`config.mk`:
```
export PLATFORM = sky130hd
export DESIGN_NAME = ts_out_formatter
export DESIGN_NICKNAME = d
export VERILOG_FILES = /design/src/rtl/ts_fmt_pkg.sv /design/src/rtl/ts_fmt_ctrl.sv /design/src/rtl/ts_fmt_dpath.sv /design/src/rtl/ts_out_formatter.sv
export SDC_FILE = /design/constraint.sdc
export NUM_CORES = 1
export LEC_CHECK = 0
export ABC_AREA = 0
export BUFFER_PORTS_ARGS = -buffer_cell sky130_fd_sc_hd__buf_2
export CORE_MARGIN = 2
export CORE_UTILIZATION = 45
export DETAILED_ROUTE_END_ITERATION = 10
export PLACE_DENSITY_LB_ADDON = 0.08
export SLEW_MARGIN = 25
export SYNTH_ARGS = -nofsm -noshare
export SYNTH_HDL_FRONTEND = slang
export SYNTH_SLANG_ARGS = --single-unit
```
`constraint.sdc`:
```
create_clock -name clk -period 5 [get_ports clk]
set_input_delay 1.5 -clock clk [delete_from_list [all_inputs] [get_ports clk]]
set_output_delay 1.5 -clock clk [all_outputs]
set_load 0.01 [all_outputs]
```
`src/rtl/ts_fmt_pkg.sv`:
```
package ts_fmt_pkg;

  // Per-edge control strobes from control to datapath
  typedef struct packed {
    logic launch;    // the coming edge is a launch edge
    logic take;      // a byte belonging to a block is taken at that edge
    logic first;     // it is the first byte of a block
    logic parity;    // it sits in a parity slot
    logic teiForce;  // force the error indicator bit in this byte
    logic errNew;    // error status for the block starting now
  } fmtStrb_t;

endpackage

```
`src/rtl/ts_fmt_ctrl.sv`:
```
module ts_fmt_ctrl
  import ts_fmt_pkg::*;
#(
  parameter int LONG_LEN   = 188,
  parameter int SHORT_LEN  = 144,
  parameter int PARITY_LEN = 16,
  parameter int TEI_IDX    = 1
) (
  input  logic     clk,
  input  logic     rst,
  input  logic     cfgShort,
  input  logic     cfgSampleFall,
  input  logic     inValid,
  input  logic     inSop,
  input  logic     inUncorr,
  output logic     inReady,
  output logic     outClk,
  output fmtStrb_t strb
);

  localparam int IDX_W = $clog2(LONG_LEN + PARITY_LEN + 1);
  localparam logic [IDX_W-1:0] LONG_V   = IDX_W'(LONG_LEN);
  localparam logic [IDX_W-1:0] SHORT_V  = IDX_W'(SHORT_LEN);
  localparam logic [IDX_W-1:0] PAR_V    = IDX_W'(PARITY_LEN);
  localparam logic [IDX_W-1:0] TEI_V    = IDX_W'(TEI_IDX);

  logic             phase;
  logic             inBlock;
  logic [IDX_W-1:0] idx;
  logic [IDX_W-1:0] curLen;
  logic             blkErr;
  logic             slotOpen;
  logic             accept;
  logic             lastByte;

  assign slotOpen = (phase != cfgSampleFall);
  assign inReady  = slotOpen && !rst;
  assign accept   = inReady && inValid;
  assign lastByte = (idx == curLen + PAR_V - 1'b1);
  assign outClk   = phase;

  always_comb begin
    strb.launch   = slotOpen;
    strb.take     = accept && (inSop || inBlock);
    strb.first    = inSop;
    strb.parity   = !inSop && (idx >= curLen);
    strb.teiForce = !inSop && (idx == TEI_V) && blkErr;
    strb.errNew   = inUncorr;
  end

  always_ff @(posedge clk) begin
    if (rst) begin
      phase   <= 1'b0;
      inBlock <= 1'b0;
      idx     <= '0;
      curLen  <= LONG_V;
      blkErr  <= 1'b0;
    end else begin
      phase <= !phase;
      if (accept) begin
        if (inSop) begin
          inBlock <= 1'b1;
          idx     <= IDX_W'(1);
          curLen  <= cfgShort ? SHORT_V : LONG_V;
          blkErr  <= inUncorr;
        end else if (inBlock) begin
          if (lastByte) begin
            inBlock <= 1'b0;
            idx     <= '0;
          end else begin
            idx <= idx + 1'b1;
          end
        end
      end
    end
  end


  clk_toggle_chk: assert property (@(posedge clk) disable iff (rst)
    1'b1 |=> outClk != $past(outClk));


  ready_gap_chk: assert property (@(posedge clk) disable iff (rst)
    inReady |=> !inReady);


  restart_chk: assert property (@(posedge clk) disable iff (rst)
    accept && inSop |=> inBlock && idx == IDX_W'(1));

endmodule

```
`src/rtl/ts_fmt_dpath.sv`:
```
module ts_fmt_dpath
  import ts_fmt_pkg::*;
#(
  parameter int DATA_W  = 8,
  parameter int TEI_BIT = 7
) (
  input  logic              clk,
  input  logic              rst,
  input  fmtStrb_t          strb,
  input  logic [DATA_W-1:0] inData,
  output logic [DATA_W-1:0] outData,
  output logic              outValid,
  output logic              outSync,
  output logic              outStrobe,
  output logic              outErr
);

  localparam logic [DATA_W-1:0] TEI_MASK = DATA_W'(1) << TEI_BIT;

  logic [DATA_W-1:0] nextByte;

  always_comb begin
    if (strb.parity)        nextByte = '0;
    else if (strb.teiForce) nextByte = inData | TEI_MASK;
    else                    nextByte = inData;
  end

  always_ff @(posedge clk) begin
    if (rst) begin
      outData   <= '0;
      outValid  <= 1'b0;
      outSync   <= 1'b0;
      outStrobe <= 1'b0;
      outErr    <= 1'b0;
    end else if (strb.launch) begin
      outStrobe <= 1'b0;
      if (strb.take) begin
        outData  <= nextByte;
        outValid <= !strb.parity;
        outSync  <= strb.first;
        if (strb.first) outErr <= strb.errNew;
      end else begin
        outValid <= 1'b0;
        outSync  <= 1'b0;
      end
    end else begin
      outStrobe <= outValid;
    end
  end


  sync_valid_chk: assert property (@(posedge clk) disable iff (rst)
    outSync |-> outValid);


  strobe_rise_chk: assert property (@(posedge clk) disable iff (rst)
    $rose(outStrobe) |-> outValid);


  launch_hold_chk: assert property (@(posedge clk) disable iff (rst)
    !strb.launch |=> $stable(outData) && $stable(outValid) && $stable(outSync));


  parity_quiet_chk: assert property (@(posedge clk) disable iff (rst)
    strb.launch && strb.take && strb.parity |=> !outValid && !outStrobe);


  err_rise_chk: assert property (@(posedge clk) disable iff (rst)
    $rose(outErr) |-> outSync);

endmodule

```
`src/rtl/ts_out_formatter.sv`:
```
module ts_out_formatter
  import ts_fmt_pkg::*;
#(
  parameter int DATA_W     = 8,
  parameter int LONG_LEN   = 188,
  parameter int SHORT_LEN  = 144,
  parameter int PARITY_LEN = 16,
  parameter int TEI_IDX    = 1,
  parameter int TEI_BIT    = 7
) (
  input  logic              clk,
  input  logic              rst,
  input  logic              cfgShort,
  input  logic              cfgSampleFall,
  input  logic [DATA_W-1:0] inData,
  input  logic              inValid,
  input  logic              inSop,
  input  logic              inUncorr,
  output logic              inReady,
  output logic              outClk,
  output logic [DATA_W-1:0] outData,
  output logic              outValid,
  output logic              outSync,
  output logic              outStrobe,
  output logic              outErr
);

  fmtStrb_t strb;

  ts_fmt_ctrl #(
    .LONG_LEN   (LONG_LEN),
    .SHORT_LEN  (SHORT_LEN),
    .PARITY_LEN (PARITY_LEN),
    .TEI_IDX    (TEI_IDX)
  ) uCtrl (
    .clk           (clk),
    .rst           (rst),
    .cfgShort      (cfgShort),
    .cfgSampleFall (cfgSampleFall),
    .inValid       (inValid),
    .inSop         (inSop),
    .inUncorr      (inUncorr),
    .inReady       (inReady),
    .outClk        (outClk),
    .strb          (strb)
  );

  ts_fmt_dpath #(
    .DATA_W  (DATA_W),
    .TEI_BIT (TEI_BIT)
  ) uDpath (
    .clk       (clk),
    .rst       (rst),
    .strb      (strb),
    .inData    (inData),
    .outData   (outData),
    .outValid  (outValid),
    .outSync   (outSync),
    .outStrobe (outStrobe),
    .outErr    (outErr)
  );

endmodule

```
==> summary.txt, run 1 <==
Power and ir drop
  – Pwr Total: 0.3420 mW
  – Pwr dens: 242.1 nW/um2
  – Pleak: 0.5501 nW
  – Peak VDD IR: 0.0001482 V

Drt
  – WL met2: 1385 um
  – 1st-iter DRT viols: 30
  – Max layer used: met4
  – M1 WL: 1376 um
  – Total number of vias: 1191
  – DR vias/cell: 5.925
  – DRC Markers: 0
  – Met3 wire len: 120 um
  – Pre-antenna DRT Iters: 4
  – Wire per inst: 14.58 um
  – DRT Wirelength: 2931 um
  – Antenna Nets Post-Route: 0

Logic synthesis
  – Sequential area share after synthesis: 37.65%
  – Post-synth EDFFs: 0
  – Top cell type's share of synthesized area: 37.65%
  – Synthesized instance count: 148
  – Synth unique cells: 37
  – Syn nets: 169
  – Top post-synthesis cells by count: dfxtp_1, nand2_1, a21oi_1, nand4_1
  – Flops & latches, synth: 24
  – Main flop type after synthesis: dfxtp_1
  – YS warnings: 0
  – Ys async rst share: 0%
  – Synth Cell Area: 1276 um2
  – Count leader, synth: dfxtp_1
  – Syn_area_per_cell: 8.623 um2
  – Cell taking the most area after synthesis: dfxtp_1
  – Largest cells by area after synthesis: dfxtp_1, o2111ai_1, a21oi_1

Setup path
  – CP required: 3500 ps
  – Worst setup SP type: primary input
  – Crit path max fanout: 26
  – Critical Path Sink Type: output pin
  – CP Data Arrival Time: 2130 ps
  – WS Path Type: in -> out

Timing
  – Fmax: 275.7 MHz
  – Final setup violation count: 0
  – Min Tclk post-route: 3627 ps
  – Pins over their slew limit: 0
  – Post-route worst setup slack: 1373 ps
  – Slew margin rel.: 52.73%
  – Unrepaired setup endpoints after global routing: no
  – Sum Neg Setup Slack: 0 ps
  – Final hold slack: 459.0 ps
  – Clk_skew: 1.604 ps
  – Final hold viol count: 0
  – Worst-Margin Slew: 709.1 ps
  – Period utilisation layout: 72.54%

Global routing
  – Largest net degree at the start of global routing: 27
  – Grt total ovfl: 0
  – Total GRT Usage: 18.93%
  – Vias in the first global route: 1103
  – First-pass GRT wire length: 4961 um
  – Initial antenna violation count: 0

Final layout
  – Layout cells sized above 1: 21.18%
  – Nets: 192
  – Antenna Cells: 0
  – Multi-input logic area: 698.2 um2
  – Sequential cell area: 480.5 um2
  – Filler cells: 272
  – Area Growth Syn to Fin: 10.69%
  – Final Core Density: 51.67%

Die
  – Core ar.: 2734 um2
  – Rows: 19
  – Starting Density: 46.68%
  – Die ar.: 3278 um2
  – Die Width: 57.26 um
  – Chip height: 57.26 um
  – I/O Pins: 29

Placement
  – HPWL Detailed: 2036 um
  – PortBufs: 28
  – DP Worst Slack: 1364 ps
  – Gpl congestion: 0.8114

Clock network
  – Cts-stage hold buffer count: 0
  – H-tree Lvls: 1
  – Root buf cell: clkbuf_4
  – CTS tree: yes
  – Clock sink total: 24
  – CTS Buf Count: 3
  – Post-CTS setup buffers: 0
  – Worst skew pair latency: 320 ps
  – Cts repair resizes: 0
  – Clock Tree Buf Depth: 2
  – Clock transition at path regs: 130 ps

Hold path
  – Worst Hold Class: reg -> reg

Flow run
  – Max Cap Violations: 0

Outcome
  – Status: completed
## cells by family (layout without fill, tap and decap cells)
logic type,count (synthesis),in the layout,synth area share [%]
simple gates,61,61,25.20
compound gates,40,40,21.67
flops,24,24,37.65
buf+inv,15,37,7.648
fa+ha+maj,6,6,5.882
xor+xnor,2,2,1.961
## registers in the layout, indices dropped and copies added, names as in the netlist
signal,cells
uCtrl.outClk,1
uCtrl.blkErr,1
uDpath.outValid,1
uDpath.outErr,1
uCtrl.idx,8
uDpath.outStrobe,1
uDpath.outData,8
uDpath.outSync,1
uCtrl.curLen,1
uCtrl.inBlock,1
## critical path: stages
cell and delay (ps):
buf_2 380, nor2_1 90, buf_2 150
## power breakdown
group | total [mW] | internal, mW | switching, mW | leakage, nW
registers | 0.200 | 0.196 | 0.00352 | 0.194
logic | 0.0374 | 0.0149 | 0.0225 | 0.335
clock network | 0.105 | 0.0445 | 0.0605 | 0.0210
## per-layer routing
layer,vias up,track usage [%]
li1,595,-
met1,559,26.85
met2,31,29.39
met3,6,2.494
met4,0,7.309
met5,-,0
## cell type report
cell class                 instances  share of cell area (%)
clock buffer                       4                   2.569
inverter                           5                   1.329
multi-input combinational        109                   49.42
sequential                        24                   34.01
tap                               31                   2.746
timing repair buffer              28                   9.920
## through the flow
step | area [um2] | std cells
floorplan | 1276 | 148
global placement | 1376 | 197
detailed placement | 1376 | 197
CTS | 1413 | 201
global route | 1413 | 201
finish | 1413 | 201
## cells in the final DEF (no fill, tap or decap), drive strengths merged
cell type	instances
o31ai	1
nand4	10
nor4	1
and3	1
a41o	1
a21bo	1
nor3b	3
nand4b	1
buf	28
xnor2	1
nor2	9
nor4b	1
nand2b	3
a211o	1
a21oi	15
ha	6
inv	5
or3	1
clkbuf	4
nand3	5
a31oi	6
dfxtp	24
o211ai	2
nor2b	2
and3b	1
o2111ai	10
o21ai	2
nor3	3
xor2	1
o31a	1
nand2	20
## worst paths after layout
| check | startpoint | endpoint | slack [ps] | cells past startpoint |
|---|---|---|---|---|
| max | rst | inReady | 1370 | 3 |
| min | uDpath.outData[0] | uDpath.outData[0] | 460 | 2 |
| max reg2reg | uCtrl.idx[2] | uDpath.outData[6] | 2990 | 6 |
| min reg2reg | uDpath.outData[0] | uDpath.outData[0] | 460 | 2 |
No activity file was read; power rests on OpenSTA's default activity.
==> run 2, diff against run 1 <==
- ABC_AREA: 0 -> 1
- clock period: 5 -> 3.2 ns (I/O delays scaled with it)
==> run 2 against run 1 <==
  * Non-clock buffer count unchanged
  * Hold slack improved by 14 ps
  * Clock power increased by 50%
  * Via count increased by 7.2%
  * Routed wire length increased by 2.5%
  * Count of clock-buffer cells in the layout unchanged
  * Core utilization increased by 2.6 points
  * Synthesized area increased by 3.9%
  * Power increased by 54%
  * Worst setup slack got worse by 740 ps
  * Synthesized cell count increased by 28%
  * Flip-flop and latch count unchanged
  * Critical path type unchanged
==> summary.txt, run 2 <==
Outcome
  – Status: completed

Global routing
  – First-pass GRT wire length: 5306 um (+7.0%)
  – Largest net degree at the start of global routing: 24 (-11%)
  – Grt total ovfl: 0 (unchanged)
  – Vias in the first global route: 1231 (+12%)
  – Initial antenna violation count: 0 (unchanged)
  – Total GRT Usage: 19.90% (+0.97 points)

Clock network
  – Clock Tree Buf Depth: 2 (unchanged)
  – Cts repair resizes: 0 (unchanged)
  – Clock transition at path regs: 130 ps (about the same)
  – Worst skew pair latency: 300 ps (-20 ps)
  – Post-CTS setup buffers: 0 (unchanged)
  – CTS tree: yes
  – CTS Buf Count: 3 (unchanged)
  – H-tree Lvls: 1 (unchanged)
  – Root buf cell: clkbuf_4
  – Clock sink total: 24 (unchanged)
  – Cts-stage hold buffer count: 0 (unchanged)

Power and ir drop
  – Pleak: 0.6949 nW (+26%)
  – Switch Pwr: 0.1292 mW (+49%)
  – Sequential Power Share: 58.9% (+0.6 points)
  – Clock share of power: 29.9% (-0.8 points)
  – Sw Ratio: 24.61% (-0.69 points)
  – P_int: 0.3959 mW (+55%)
  – Peak VDD IR: 0.0003402 V (+130%)
  – Gate power share: 11.2% (+0.2 points)
  – Pwr dens: 348.0 nW/um2 (+44%)

Drt
  – Pre-antenna DRT Iters: 4 (unchanged)
  – Wire per inst: 12.16 um (-17%)
  – DR vias/cell: 5.170 (-13%)
  – DRT Wirelength: 3003 um (+2.5%)
  – WL met2: 1530 um (+10%)
  – 1st-iter DRT viols: 62 (+110%)
  – Total number of vias: 1277 (+7.2%)
  – M1 WL: 1347 um (-2.1%)
  – Antenna Nets Post-Route: 0 (unchanged)
  – Max layer used: met4
  – DRC Markers: 0 (unchanged)
  – Met3 wire len: 106 um (-12%)

Placement
  – Gpl congestion: 0.8811 (+8.6%)
  – PortBufs: 28 (unchanged)
  – HPWL Detailed: 2265 um (+11%)

Logic synthesis
  – Top cell type's share of synthesized area: 36.23% (-1.4 points)
  – Syn nets: 210 (+24%)
  – Synth unique cells: 23 (-38%)
  – Synthesized instance count: 189 (+28%)
  – Syn_area_per_cell: 7.017 um2 (-19%)
  – Cell taking the most area after synthesis: dfxtp_1
  – Top post-synthesis cells by count: nand2_1, dfxtp_1, nor2_1, inv_1, a21oi_1
  – Main flop type after synthesis: dfxtp_1
  – Sequential area share after synthesis: 36.23% (-1.4 points)
  – Count leader, synth: nand2_1
  – Post-synth EDFFs: 0 (unchanged)
  – Largest cells by area after synthesis: dfxtp_1, nand2_1, nor2_1
  – Flops & latches, synth: 24 (unchanged)
  – YS warnings: 0 (unchanged)
  – Synth Cell Area: 1326 um2 (+3.9%)
  – Ys async rst share: 0% (unchanged)

Setup path
  – R2R Setup Slk: 1450 ps (-1540 ps)
  – CP required: 2240 ps (-1260 ps)
  – Critical Path Max Stage Delay: 380 ps (about the same)
  – Cell Chain, Critical Path: buf_2 -> nor2_1 -> buf_2
  – CP Data Arrival Time: 1600 ps (-530 ps)
  – Slowest CP cell: buf_2
  – CP most frequent cell: buf_2
  – Worst setup SP type: primary input
  – Crit path max fanout: 23 (-12%)
  – WS Path Type: in -> out
  – Critical Path Sink Type: output pin

Flow run
  – Max Cap Violations: 0 (unchanged)

Die
  – Rows: 19 (unchanged)
  – Chip height: 58.29 um (+1.8%)
  – I/O Pins: 29 (unchanged)
  – Die ar.: 3398 um2 (+3.6%)
  – Core ar.: 2781 um2 (+1.7%)
  – Starting Density: 47.68% (+1.0 points)
  – Die Width: 58.29 um (+1.8%)

Timing
  – Sum Neg Setup Slack: 0 ps (unchanged)
  – Fmax: 390.1 MHz
  – Min Tclk post-route: 2564 ps
  – Unrepaired setup endpoints after global routing: no
  – Clk_skew: 1.878 ps (+0.2738 ps)
  – Final hold viol count: 0 (unchanged)
  – Period utilisation layout: 80.11%
  – Slew margin rel.: 64.72% (+12 points)
  – Final hold slack: 472.9 ps (+13.92 ps)
  – Pins over their slew limit: 0 (unchanged)
  – Final setup violation count: 0 (unchanged)
  – Worst-Margin Slew: 527.6 ps (-181.5 ps)

Final layout
  – Most frequent cells in the layout: nand2_1, buf_2, nor2_1, dfxtp_1, inv_1
  – Commonest non-fill, non-tap cell in the layout: nand2_1
  – Nets: 238 (+24%)
  – Antenna Cells: 0 (unchanged)
  – Area Growth Syn to Fin: 13.77%
  – Biggest regs: uCtrl.idx x8, uDpath.outData x8
  – Layout cells sized above 1: 23.61% (+2.4 points)

Hold path
  – Worst Hold Class: reg -> reg
[run 2: cell types whose count changed in the layout (fill, tap and decap cells not counted), moves of 4 or more]
cell | previous run | this run
a31oi_1 | 6 | 0
nor2_1 | 9 | 24
a21oi_2 | 0 | 5
nand2_1 | 20 | 51
nand3_2 | 0 | 6
nand3_1 | 5 | 14
inv_1 | 5 | 21
nand4_1 | 10 | 1
o2111ai_1 | 9 | 0
o21ai_0 | 1 | 5
[run 2: cell type report]
type / instances / area, um2
Fill cell: 294 / 1272
Sequential cell: 24 / 480.5
Inverter: 24 / 90.09
Multi-Input combinational cell: 136 / 723.2
Timing Repair Buffer: 28 / 140.1
Tap cell: 31 / 38.79
Clock buffer: 4 / 36.28
[run 2: kinds of logic (layout without fill, tap and decap cells)]
family / after synthesis / count (layout) / synth area share [%]
AO/OA/AOI/OAI: 28 / 28 / 12.17
adder cells (fa/ha/maj): 6 / 6 / 5.660
buffers and inverters: 29 / 56 / 9.245
flip-flops: 24 / 24 / 36.23
AND/OR/NAND/NOR: 102 / 102 / 36.70
[run 2: worst paths after layout]
| kind | from | end | depth (start not counted) |
|---|---|---|---|
| max | rst | inReady | 3 |
| min reg2reg | uDpath.outErr | uDpath.outErr | 2 |
| min | uDpath.outErr | uDpath.outErr | 2 |
| max reg2reg | uCtrl.idx[2] | uCtrl.idx[7] | 10 |
[run 2: per-stage QoR]
step	total power, mW	util, %	cell area (um2)	worst slack [ps]	instances
after global placement	0.3727	52.95	1473	658.7	243
after global routing	0.5538	54.25	1509	515.9	247
after CTS	0.5298	54.25	1509	623.3	247
final	0.5252	54.25	1509	636.4	247
after detailed placement	0.3753	52.95	1473	623.5	243
after floorplan	0.3534	-	1326	872.9	189
[run 2: metal layers]
metal	track usage (%)	up-vias
met5	0	-
li1	-	655
met1	25.73	585
met4	5.316	0
met2	35.31	35
met3	1.978	2
[run 2: power groups by stage]
stage	Combinational [mW]	Clock, mW	Sequential (mW)
detailed placement	0.0592	0	0.316
global placement	0.0570	0	0.316
floorplan	0.0357	0	0.318
global route	0.0670	0.176	0.310
CTS	0.0594	0.161	0.310
finish	0.0587	0.157	0.309
[run 2: worst max-delay path, delay by kind of cell]
kind          cells  cell delay, ps
buf+inv           2             540
simple gates      1             100
==> run 3, diff against run 2 <==
- clock period: 3.2 -> 2.1 ns (I/O delays scaled with it)
==> run 3 against run 2 <==
  * Routed wire length decreased by 4.0%
  * Largest cell class unchanged
  * Via count decreased by 0.78%
  * Sequential share of layout area decreased by 0.18 points
  * Critical path depth increased by 4
==> summary.txt, run 3 (synthesized netlist as in run 2, its figures left out) <==
Clock network
  – Root buf cell: clkbuf_4
  – Clock Tree Buf Depth: 2 (unchanged)
  – CTS tree: yes
  – Cts-stage hold buffer count: 0 (unchanged)
  – Clock transition at path regs: 110 ps (-20 ps)
  – Clock sink total: 24 (unchanged)
  – Post-CTS setup buffers: 0 (unchanged)
  – CTS Buf Count: 3 (unchanged)
  – Worst skew pair latency: 300 ps (about the same)
  – H-tree Lvls: 1 (unchanged)
  – Cts repair resizes: 0 (unchanged)

Setup path
  – Critical Path Sink Type: output pin
  – Crit path max fanout: 3 (-87%)
  – Crit path launch: cfgSampleFall
  – Worst path bufs/invs: 4 (+2)
  – CP Data Arrival Time: 1210 ps (-390 ps)
  – Slowest CP cell: buf_2
  – Critical Path Max Stage Delay: 130 ps (-250 ps)
  – Cell Chain, Critical Path: buf_2 -> inv_1 -> nand2_1 -> nand2_2 -> inv_1 -> nor2_1 -> buf_2
  – CP top delay family: buffers and inverters
  – Register-to-Register Path Depth: 10 (unchanged)
  – FF-to-FF End: uCtrl.idx[5]
  – Worst reg2reg path startpoint: uCtrl.idx[2]
  – WS Path Type: in -> out
  – CP required: 1470 ps (-770 ps)
  – R2R Setup Slk: 450 ps (-1000 ps)
  – Worst setup SP type: primary input

Power and ir drop
  – Pwr dens: 494.6 nW/um2 (+42%)
  – Sequential Power Share: 62.8% (+3.9 points)
  – Peak VDD IR: 0.0003430 V (+0.85%)
  – Sw Ratio: 24.38% (-0.22 points)
  – P_int: 0.5676 mW (+43%)
  – Clock share of power: 25.0% (-4.9 points)
  – Gate power share: 12.2% (+1.0 points)
  – Switch Pwr: 0.1830 mW (+42%)
  – Pleak: 0.7015 nW (+0.96%)

Timing
  – Period utilisation layout: 87.71%
  – Final setup violation count: 0 (unchanged)
  – Worst-Margin Slew: 289.2 ps (-238.4 ps)
  – Slew margin rel.: 80.72% (+16 points)
  – Clk_skew: 3.103 ps (+1.225 ps)
  – Min Tclk post-route: 1842 ps
  – Final hold slack: 469.6 ps (-3.239 ps)
  – Sum Neg Setup Slack: 0 ps (unchanged)
  – Final hold viol count: 0 (unchanged)
  – Pins over their slew limit: 0 (unchanged)
  – Unrepaired setup endpoints after global routing: no
  – Fmax: 542.9 MHz

Placement
  – Placed cell count: 246 (+1.2%)
  – Gpl congestion: 0.8337 (-5.4%)
  – PortBufs: 28 (unchanged)
  – HPWL Detailed: 2260 um (-0.23%)

Global routing
  – First-pass GRT wire length: 5133 um (-3.3%)
  – Largest net degree at the start of global routing: 19 (-21%)
  – Grt total ovfl: 0 (unchanged)
  – Vias in the first global route: 1140 (-7.4%)
  – Total GRT Usage: 19.38% (-0.52 points)
  – Initial antenna violation count: 0 (unchanged)

Drt
  – Wire per inst: 11.58 um (-4.8%)
  – DRC Markers: 0 (unchanged)
  – 1st-iter DRT viols: 41 (-34%)
  – Pre-antenna DRT Iters: 4 (unchanged)
  – DR vias/cell: 5.088 (-1.6%)
  – Total number of vias: 1267 (-0.78%)
  – DRT Wirelength: 2883 um (-4.0%)
  – Antenna Nets Post-Route: 0 (unchanged)

Die
  – Chip height: 58.29 um (unchanged)
  – Core ar.: 2781 um2 (unchanged)
  – Rows: 19 (unchanged)
  – Starting Density: 47.68% (unchanged)
  – Die ar.: 3398 um2 (unchanged)
  – I/O Pins: 29 (unchanged)
  – Die Width: 58.29 um (unchanged)

Final layout
  – Fin cells: 249 (+0.81%)
  – Commonest non-fill, non-tap cell in the layout: nand2_1
  – Nets: 241 (+1.3%)
  – Layout cells sized above 1: 24.31% (+0.70 points)
  – Area Growth Syn to Fin: 14.43%
  – Most frequent cells in the layout: nand2_1, buf_2, nor2_1, dfxtp_1, inv_1
  – Antenna Cells: 0 (unchanged)
  – Final Core Density: 54.57% (+0.31 points)
  – Biggest regs: uCtrl.idx x8, uDpath.outData x8

Outcome
  – Status: completed

Hold path
  – Worst hold start: uDpath.outValid
  – Worst Hold Class: reg -> reg
  – Worst hold endpoint: uDpath.outStrobe
  – Worst hold stages: 2 (unchanged)

Flow run
  – Max Cap Violations: 0 (unchanged)
[run 3: changes by cell type in the layout (fill, tap and decap cells not counted), sizes merged]
cell    previous run  this run
buf               28        31
clkbuf             4         3
[run 3: worst register-to-register path: cells and delay by family, from the launching register on]
family	cells	cell delay, ps
compound gates	1	60
fa+ha+maj	1	260
buf+inv	3	190
flops	1	440
simple gates	5	580
[run 3: worst max-delay path by stage]
stage	to	slack (ps)	depth (start not counted)
2_1_floorplan	inReady	430	5
3_3_place_gp	inReady	270	7
3_5_place_dp	inReady	260	7
4_1_cts	inReady	250	7
5_1_grt	inReady	170	7
6_report	inReady	260	7
[run 3: routing by layer]
metal / up-vias / global-route usage (%) / wire length (um)
met1: 569 / 26.62 / 1313
met2: 34 / 29.86 / 1402
li1: 658 / - / -
met3: 6 / 2.637 / 113
met5: - / 0 / 0
met4: 0 / 9.635 / 54
[run 3: stage by stage]
| step | cell area [um2] | worst slack (ps) | total power, mW |
|---|---|---|---|
| floorplan | 1326 | 432.9 | 0.5385 |
| global placement | 1495 | 267.5 | 0.5719 |
| detailed placement | 1495 | 258.8 | 0.5737 |
| CTS | 1518 | 252.9 | 0.7626 |
| global route | 1518 | 168.1 | 0.7995 |
| finish | 1518 | 258.1 | 0.7506 |
[run 3: power groups by stage]
stage / Combinational [mW] / Sequential (mW) / Clock (mW)
final: 0.0917 / 0.471 / 0.188
after global placement: 0.0910 / 0.481 / 0
after floorplan: 0.0544 / 0.484 / 0
after detailed placement: 0.0925 / 0.481 / 0
after global routing: 0.103 / 0.473 / 0.223
after CTS: 0.0929 / 0.471 / 0.199
[run 3: final cells by class]
type,instances,area [um2]
multi-input cells,136,723.2
well taps,31,38.79
fillers,286,1264
inverters,24,90.09
repair buffers,31,162.7
flip-flops and latches,24,480.5
clock buffers,3,22.52
